## src/rtl/bsplit_pkg.sv

```systemverilog
// Package: shared types for the burst splitter.
// Assumes nothing beyond being compiled before the modules that import it.
package bsplit_pkg;

    // Sequencer occupancy state.
    typedef enum logic {
        SEQ_IDLE = 1'b0,
        SEQ_BUSY = 1'b1
    } seq_state_e;

    // Direction encoding carried on each burst.
    localparam logic DIR_READ  = 1'b0;
    localparam logic DIR_WRITE = 1'b1;

endpackage

```

## src/rtl/bsplit_sizer.sv

```systemverilog
// Module: bsplit_sizer
// Chooses the effective byte length of a transaction and turns it into a
// burst count rounded up. Assumes BURST_BYTES is a power of two no larger
// than 2**LEN_W.
module bsplit_sizer
    import bsplit_pkg::*;
#(
    parameter int LEN_W       = 16,
    parameter int BURST_BYTES = 256,
    localparam int SHIFT      = $clog2(BURST_BYTES),
    localparam int CNT_W      = LEN_W - SHIFT + 1
) (
    input  logic [LEN_W-1:0] len,
    input  logic             write,
    input  logic [LEN_W-1:0] cmd_len,
    output logic [CNT_W-1:0] count
);

    localparam logic [LEN_W:0] ROUND_UP = (LEN_W+1)'(BURST_BYTES - 1);

    logic [LEN_W-1:0] eff_len;
    logic [LEN_W:0]   padded;

    // Zero-byte read commands are sized by their separate request length.
    always_comb begin
        if (write == DIR_READ && len == '0) begin
            eff_len = cmd_len;
        end else begin
            eff_len = len;
        end
    end

    // Round up to whole bursts by adding burst-1 before the shift.
    always_comb begin
        padded = {1'b0, eff_len} + ROUND_UP;
        count  = padded[LEN_W:SHIFT];
    end

endmodule

```

## src/rtl/bsplit_chmap.sv

```systemverilog
// Module: bsplit_chmap
// Maps a burst byte address to a pseudo-channel by taking the address bits
// just above the burst offset. Assumes both parameters are powers of two.
module bsplit_chmap #(
    parameter int ADDR_W      = 32,
    parameter int BURST_BYTES = 256,
    parameter int NUM_CH      = 8,
    localparam int SHIFT      = $clog2(BURST_BYTES),
    localparam int CH_W       = (NUM_CH > 1) ? $clog2(NUM_CH) : 1
) (
    input  logic [ADDR_W-1:0] addr,
    output logic [CH_W-1:0]   ch
);

    generate
        if (NUM_CH == 1) begin : g_single
            // A single channel takes every burst.
            always_comb ch = '0;
        end else begin : g_striped
            // Channel index sits directly above the burst offset bits.
            always_comb ch = addr[SHIFT +: CH_W];
        end
    endgenerate

endmodule

```

## src/rtl/bsplit_seq.sv

```systemverilog
// Module: bsplit_seq
// Holds the transaction being split and steps the burst address and the
// remaining count on each handoff. A load has priority over a step, so a
// new transaction may replace the old one in the cycle its final burst
// leaves. Assumes count is nonzero whenever load is asserted.
module bsplit_seq
    import bsplit_pkg::*;
#(
    parameter int ADDR_W      = 32,
    parameter int CNT_W       = 9,
    parameter int TAG_W       = 4,
    parameter int BURST_BYTES = 256
) (
    input  logic              clk,
    input  logic              rst_n,
    input  logic              load,
    input  logic [ADDR_W-1:0] base,
    input  logic [CNT_W-1:0]  count,
    input  logic              write_in,
    input  logic [TAG_W-1:0]  tag_in,
    input  logic              take,
    output logic              busy,
    output logic [ADDR_W-1:0] addr,
    output logic              write_out,
    output logic [TAG_W-1:0]  tag_out,
    output logic              last
);

    localparam logic [ADDR_W-1:0] STEP = ADDR_W'(BURST_BYTES);

    seq_state_e       state;
    logic [CNT_W-1:0] remain;

    // Load a new transaction or advance to the next burst on handoff.
    always_ff @(posedge clk) begin
        if (!rst_n) begin
            state     <= SEQ_IDLE;
            addr      <= '0;
            remain    <= '0;
            write_out <= DIR_READ;
            tag_out   <= '0;
        end else if (load) begin
            state     <= SEQ_BUSY;
            addr      <= base;
            remain    <= count;
            write_out <= write_in;
            tag_out   <= tag_in;
        end else if (take) begin
            if (remain == CNT_W'(1)) begin
                state <= SEQ_IDLE;
            end else begin
                addr   <= addr + STEP;
                remain <= remain - CNT_W'(1);
            end
        end
    end

    // Expose occupancy and the final-burst marker.
    always_comb begin
        busy = (state == SEQ_BUSY);
        last = busy && (remain == CNT_W'(1));
    end

    AST_STALL_HOLD: assert property (@(posedge clk) disable iff (!rst_n)
        (busy && !take && !load) |=> (busy && $stable(addr) && $stable(tag_out)
                                      && $stable(write_out) && $stable(last)));

    AST_ADDR_STEP: assert property (@(posedge clk) disable iff (!rst_n)
        (take && !last && !load) |=> (busy && addr == $past(addr) + STEP));

    AST_LAST_ENDS: assert property (@(posedge clk) disable iff (!rst_n)
        (take && last && !load) |=> !busy);

endmodule

```

## src/rtl/burst_splitter.sv

```systemverilog
// Module: burst_splitter (top)
// Accepts one transaction at a time and emits its bursts on a valid/ready
// stream, each with a pseudo-channel taken from its address. Assumes
// BURST_BYTES and NUM_CH are positive powers of two and that
// BURST_BYTES <= 2**LEN_W. req_ready depends combinationally on bst_ready.
module burst_splitter
    import bsplit_pkg::*;
#(
    parameter int ADDR_W      = 32,
    parameter int LEN_W       = 16,
    parameter int TAG_W       = 4,
    parameter int BURST_BYTES = 256,
    parameter int NUM_CH      = 8,
    localparam int SHIFT      = $clog2(BURST_BYTES),
    localparam int CNT_W      = LEN_W - SHIFT + 1,
    localparam int CH_W       = (NUM_CH > 1) ? $clog2(NUM_CH) : 1
) (
    input  logic              clk,
    input  logic              rst_n,
    input  logic              req_valid,
    output logic              req_ready,
    input  logic [ADDR_W-1:0] req_addr,
    input  logic [LEN_W-1:0]  req_len,
    input  logic              req_write,
    input  logic [LEN_W-1:0]  req_cmd_len,
    input  logic [TAG_W-1:0]  req_tag,
    output logic              bst_valid,
    input  logic              bst_ready,
    output logic [ADDR_W-1:0] bst_addr,
    output logic [CH_W-1:0]   bst_ch,
    output logic              bst_write,
    output logic [TAG_W-1:0]  bst_tag,
    output logic              bst_last
);

    // Elaboration-time parameter check.
    initial begin
        AST_PARAM_POW2: assert (BURST_BYTES > 0 && (BURST_BYTES & (BURST_BYTES - 1)) == 0
                                && NUM_CH > 0 && (NUM_CH & (NUM_CH - 1)) == 0)
            else $fatal(1, "burst size and channel count must be powers of two");
    end

    logic [CNT_W-1:0] txn_count;
    logic             seq_busy;
    logic             accept;
    logic             load;
    logic             take;

    bsplit_sizer #(
        .LEN_W       (LEN_W),
        .BURST_BYTES (BURST_BYTES)
    ) sizer_i (
        .len     (req_len),
        .write   (req_write),
        .cmd_len (req_cmd_len),
        .count   (txn_count)
    );

    bsplit_seq #(
        .ADDR_W      (ADDR_W),
        .CNT_W       (CNT_W),
        .TAG_W       (TAG_W),
        .BURST_BYTES (BURST_BYTES)
    ) seq_i (
        .clk       (clk),
        .rst_n     (rst_n),
        .load      (load),
        .base      (req_addr),
        .count     (txn_count),
        .write_in  (req_write),
        .tag_in    (req_tag),
        .take      (take),
        .busy      (seq_busy),
        .addr      (bst_addr),
        .write_out (bst_write),
        .tag_out   (bst_tag),
        .last      (bst_last)
    );

    bsplit_chmap #(
        .ADDR_W      (ADDR_W),
        .BURST_BYTES (BURST_BYTES),
        .NUM_CH      (NUM_CH)
    ) chmap_i (
        .addr (bst_addr),
        .ch   (bst_ch)
    );

    // Handshakes: a new transaction may enter as the final burst leaves.
    always_comb begin
        bst_valid = seq_busy;
        take      = bst_valid && bst_ready;
        req_ready = !seq_busy || (take && bst_last);
        accept    = req_valid && req_ready;
        load      = accept && (txn_count != '0);
    end

    AST_BUSY_BLOCKS: assert property (@(posedge clk) disable iff (!rst_n)
        (accept && bst_valid) |-> (bst_ready && bst_last));

    AST_ZERO_SILENT: assert property (@(posedge clk) disable iff (!rst_n)
        (accept && txn_count == '0) |=> !bst_valid);

    AST_FIRST_BURST: assert property (@(posedge clk) disable iff (!rst_n)
        load |=> (bst_valid && bst_addr == $past(req_addr) && bst_tag == $past(req_tag)));

endmodule

```

## config.mk

```make
export PLATFORM = sky130hd
export DESIGN_NAME = burst_splitter
export DESIGN_NICKNAME = d
export VERILOG_FILES = /design/src/rtl/bsplit_pkg.sv /design/src/rtl/bsplit_sizer.sv /design/src/rtl/bsplit_chmap.sv /design/src/rtl/bsplit_seq.sv /design/src/rtl/burst_splitter.sv
export SDC_FILE = /design/constraint.sdc
export NUM_CORES = 1
export LEC_CHECK = 0
export ABC_CLOCK_PERIOD_IN_PS = 4950
export BUFFER_PORTS_ARGS = -buffer_cell sky130_fd_sc_hd__buf_2
export CELL_PAD_IN_SITES_DETAIL_PLACEMENT = 0
export CELL_PAD_IN_SITES_GLOBAL_PLACEMENT = 1
export CORE_ASPECT_RATIO = 0.75
export CORE_MARGIN = 1.5
export CORE_UTILIZATION = 36
export DETAILED_ROUTE_END_ITERATION = 8
export HOLD_SLACK_MARGIN = 0.1
export PLACE_DENSITY = 0.95
export SLEW_MARGIN = 20
export SYNTH_ARGS = -nofsm -noshare
export SYNTH_HDL_FRONTEND = slang
export SYNTH_SLANG_ARGS = --single-unit
export TNS_END_PERCENT = 10
```

## constraint.sdc

```tcl
create_clock -name clk -period 4.95 [get_ports clk]
set_input_delay 0.495 -clock clk [delete_from_list [all_inputs] [get_ports clk]]
set_output_delay 0.495 -clock clk [all_outputs]
set_load 0.005 [all_outputs]
```

==> flow_summary.yaml <==
synthesis:
  yosysTopAreaCellShare_pct: 35.3
  synth_top_flop_cell: "dfxtp_1"
  ys_warn_count: 0
  synth_adder_area_share_pct: 1.41
  yosys-top-cells-area: "dfxtp_1, nand2_1, nor2_1, a21oi_1, a211oi_1"
  synth_mux_area_share_pct: 0
  yosys.area_share.simple_pct: 28.6
  ys_seq_area_share_pct: 35.3
  synth_top_family_by_area: "simple AND/OR/NAND/NOR gates"
  syn_inst: 343
  async_flop_share_pct: 0
  synth-seq-cells: 47
  synth_top_cell_by_area: "dfxtp_1"
  syn_area_mm2: 0.00267
  synth_area_per_cell_um2: 7.78
  synth.distinct_cells: 50
  synth_edf_count: 0
  synth_xor_area_share_pct: 8.21
  synth.net_count: 419
  synth_compound_area_share_pct: 21.4
power:
  p_int_w: 0.000662
  power_density_mw_per_mm2: 274
  irDropWorstVdd_mv: 0.120
  p_seq_share_pct: 47.4
  combPwrFrac_pct: 20.8
  p_sw_share_pct: 29.1
  p_leak_nw: 1.45
  pwr-share-clk_pct: 31.8
  power.switching_w: 0.000271
placed_design:
  dp_hpwl_um: 5500
  portBuffers: 115
  dp.cells: 537
  gp_congestion: 0.934
timing:
  post-route-min-period_ns: 3.11
  max_freq_ghz: 0.321
  worst_slew_pin_slew_ns: 1.12
  maxSlewViolCount: 0
  hold_viol_final: 0
  timing.clock.skew_ns: 0.0118
  setup_viol: 0
  period_share_pct: 62.8
  rsz0062_at_grt: "no"
  relSlewSlack_pct: 25.0
  setup_tns_ns: 0
setup_path:
  critPathKind: "register to register"
  required_ns: 5.18
  reg2regPathDepth: 8
  arrival_ns: 3.34
  start_kind: "register"
  crit_fanout: 13
  crit_path_end_kind: "register"
detailed_routing:
  routed_wl_um: 7340
  drc: 0
  drt-initial-drc-count: 142
  ant_nets: 0
  vias: 2812
  drtPass1Iterations: 4
  wire_per_inst_um: 13.5
  routed_via_density: 5.16
clocking:
  clock_path_buffers: 2
  holdBufCountCts: 0
  cts_tree: "yes"
  numCtsBuffers: 5
  cts_resized: 0
  cts.reportedPaths.clkPinSlew_ns: 0.09
  post_cts_buffers: 0
  cts.sinks: 47
  worst_skew_pair.late_latency_ns: 0.30
  root_buffer: "clkbuf_8"
  h-tree-depth: 2
floorplanning:
  die_area_mm2: 0.00794
  die_w_um: 102
  core_area_mm2: 0.00699
  boundaryPins: 116
  die_h_um: 77.6
  start_util_pct: 38.1
  rows: 26
job:
  drv_cap: 0
finish:
  final_common_cell: "buf_2"
  most-common-layout-cells: "buf_2, nand2_1, dfxtp_1"
  utilization_pct: 48.6
  drive_above_1_share_pct: 30.9
  area_growth_pct: 27.5
  insertedDiodeCount: 0
  nNetsFinal: 522
  instances_no_fill: 545
grt:
  grt_pass1_wl_um: 12200
  grt_pass1_vias: 2538
  grt_util_met2_pct: 29.1
  met1_usage_pct: 26.6
  grt-ovfl-total: 0
  grt_usage_pct: 18.9
  antenna_found_initial: 0
  grt_max_degree: 60
  met3_usage_pct: 5.41
  grt_most_used_layer: "met2"
hold_path:
  min_path_cells: 3
  hold_path_class: "primary input to register"
outcome:
  outcome: "complete, no violations"
==> worst paths after layout <==
kind	to	slack [ns]	start
setup / recovery	seq_i.addr[13]	1.84	seq_i.remain[1]
hold / removal	seq_i.addr[7]	0.43	req_addr[7]
setup reg to reg	seq_i.addr[13]	1.84	seq_i.remain[1]
hold reg to reg	seq_i.addr[0]	0.46	seq_i.addr[0]
==> through the flow <==
stage                     hold slack, ns  total power [W]  cell area, µm²  worst slack (ns)
after detailed placement           0.448         0.000646            3280              1.72
after global placement             0.439         0.000641            3280              1.76
after floorplan                    0.453         0.000564            2670              2.23
final                              0.431         0.000934            3400              1.84
after CTS                          0.421         0.000943            3400              1.88
after global routing               0.426         0.000991            3400              1.62
==> synthesized netlist by cell type, types with 2 or more instances <==
library cell / number
a22oi_1: 2
buf_2: 6
xnor2_1: 12
a31oi_1: 9
clkbuf_1: 9
o21ai_0: 9
a21oi_1: 28
or4_4: 2
a311oi_1: 2
a31oi_2: 2
nand2_1: 52
nor3_1: 4
and4_1: 4
nor4_1: 11
a211oi_1: 18
inv_1: 7
nand4_1: 5
nand3_1: 13
nor2_1: 41
xor2_1: 13
or4_1: 3
or2_2: 2
o211ai_1: 2
buf_4: 5
or3_1: 4
ha_1: 3
and3_1: 4
a41oi_1: 2
a21boi_0: 2
dfxtp_1: 47
==> power groups by stage <==
stage,clock network (W),logic (W),registers (W)
final,0.000296,0.000194,0.000443
after global placement,0,0.000192,0.000449
after floorplan,0,0.000117,0.000447
after detailed placement,0,0.000195,0.000451
after CTS,0.000305,0.000196,0.000442
after global routing,0.000322,0.000220,0.000448
==> routing by layer <==
metal,share of wire (%),vias up,wire length (µm)
met5,0,-,0
met4,0.34,0,25
met3,8.0,4,585
met2,43,94,3190
met1,48,1272,3540
li1,-,1442,-
==> flip-flops by register name (all words and copies together), names as in the netlist <==
register         flops
seq_i.addr          32
seq_i.busy           1
seq_i.remain         9
seq_i.tag_out        4
seq_i.write_out      1
==> area by class of cell <==
| type | count | area [µm²] |
|---|---|---|
| Clock inverter | 2 | 35.0 |
| Tap cell | 98 | 123 |
| Multi-Input combinational cell | 267 | 1600 |
| Clock buffer | 6 | 82.6 |
| Sequential cell | 47 | 941 |
| Timing Repair Buffer | 117 | 591 |
| Inverter | 8 | 30.0 |
| Fill cell | 709 | 3590 |
==> critical path, cell delays in order (launching register included) <==
cell and delay, ns:
dfxtp_1 0.33, inv_1 0.10, ha_1 0.15, or4b_2 0.67
o211ai_1 0.92, nor2_1 0.25, and4_1 0.30, xnor2_1 0.12
a211oi_1 0.21
==> cells by family (layout without fill, tap and decap cells) <==
logic type	after synthesis	count (layout)
AOI/OAI and AO/OA	86	86
xor gates and xnor gates	25	25
adders and majority gates	3	3
buffers and inverters	29	133
DFF	47	47
and+or+nand+nor	153	153
(Power assumes the default switching activity.)
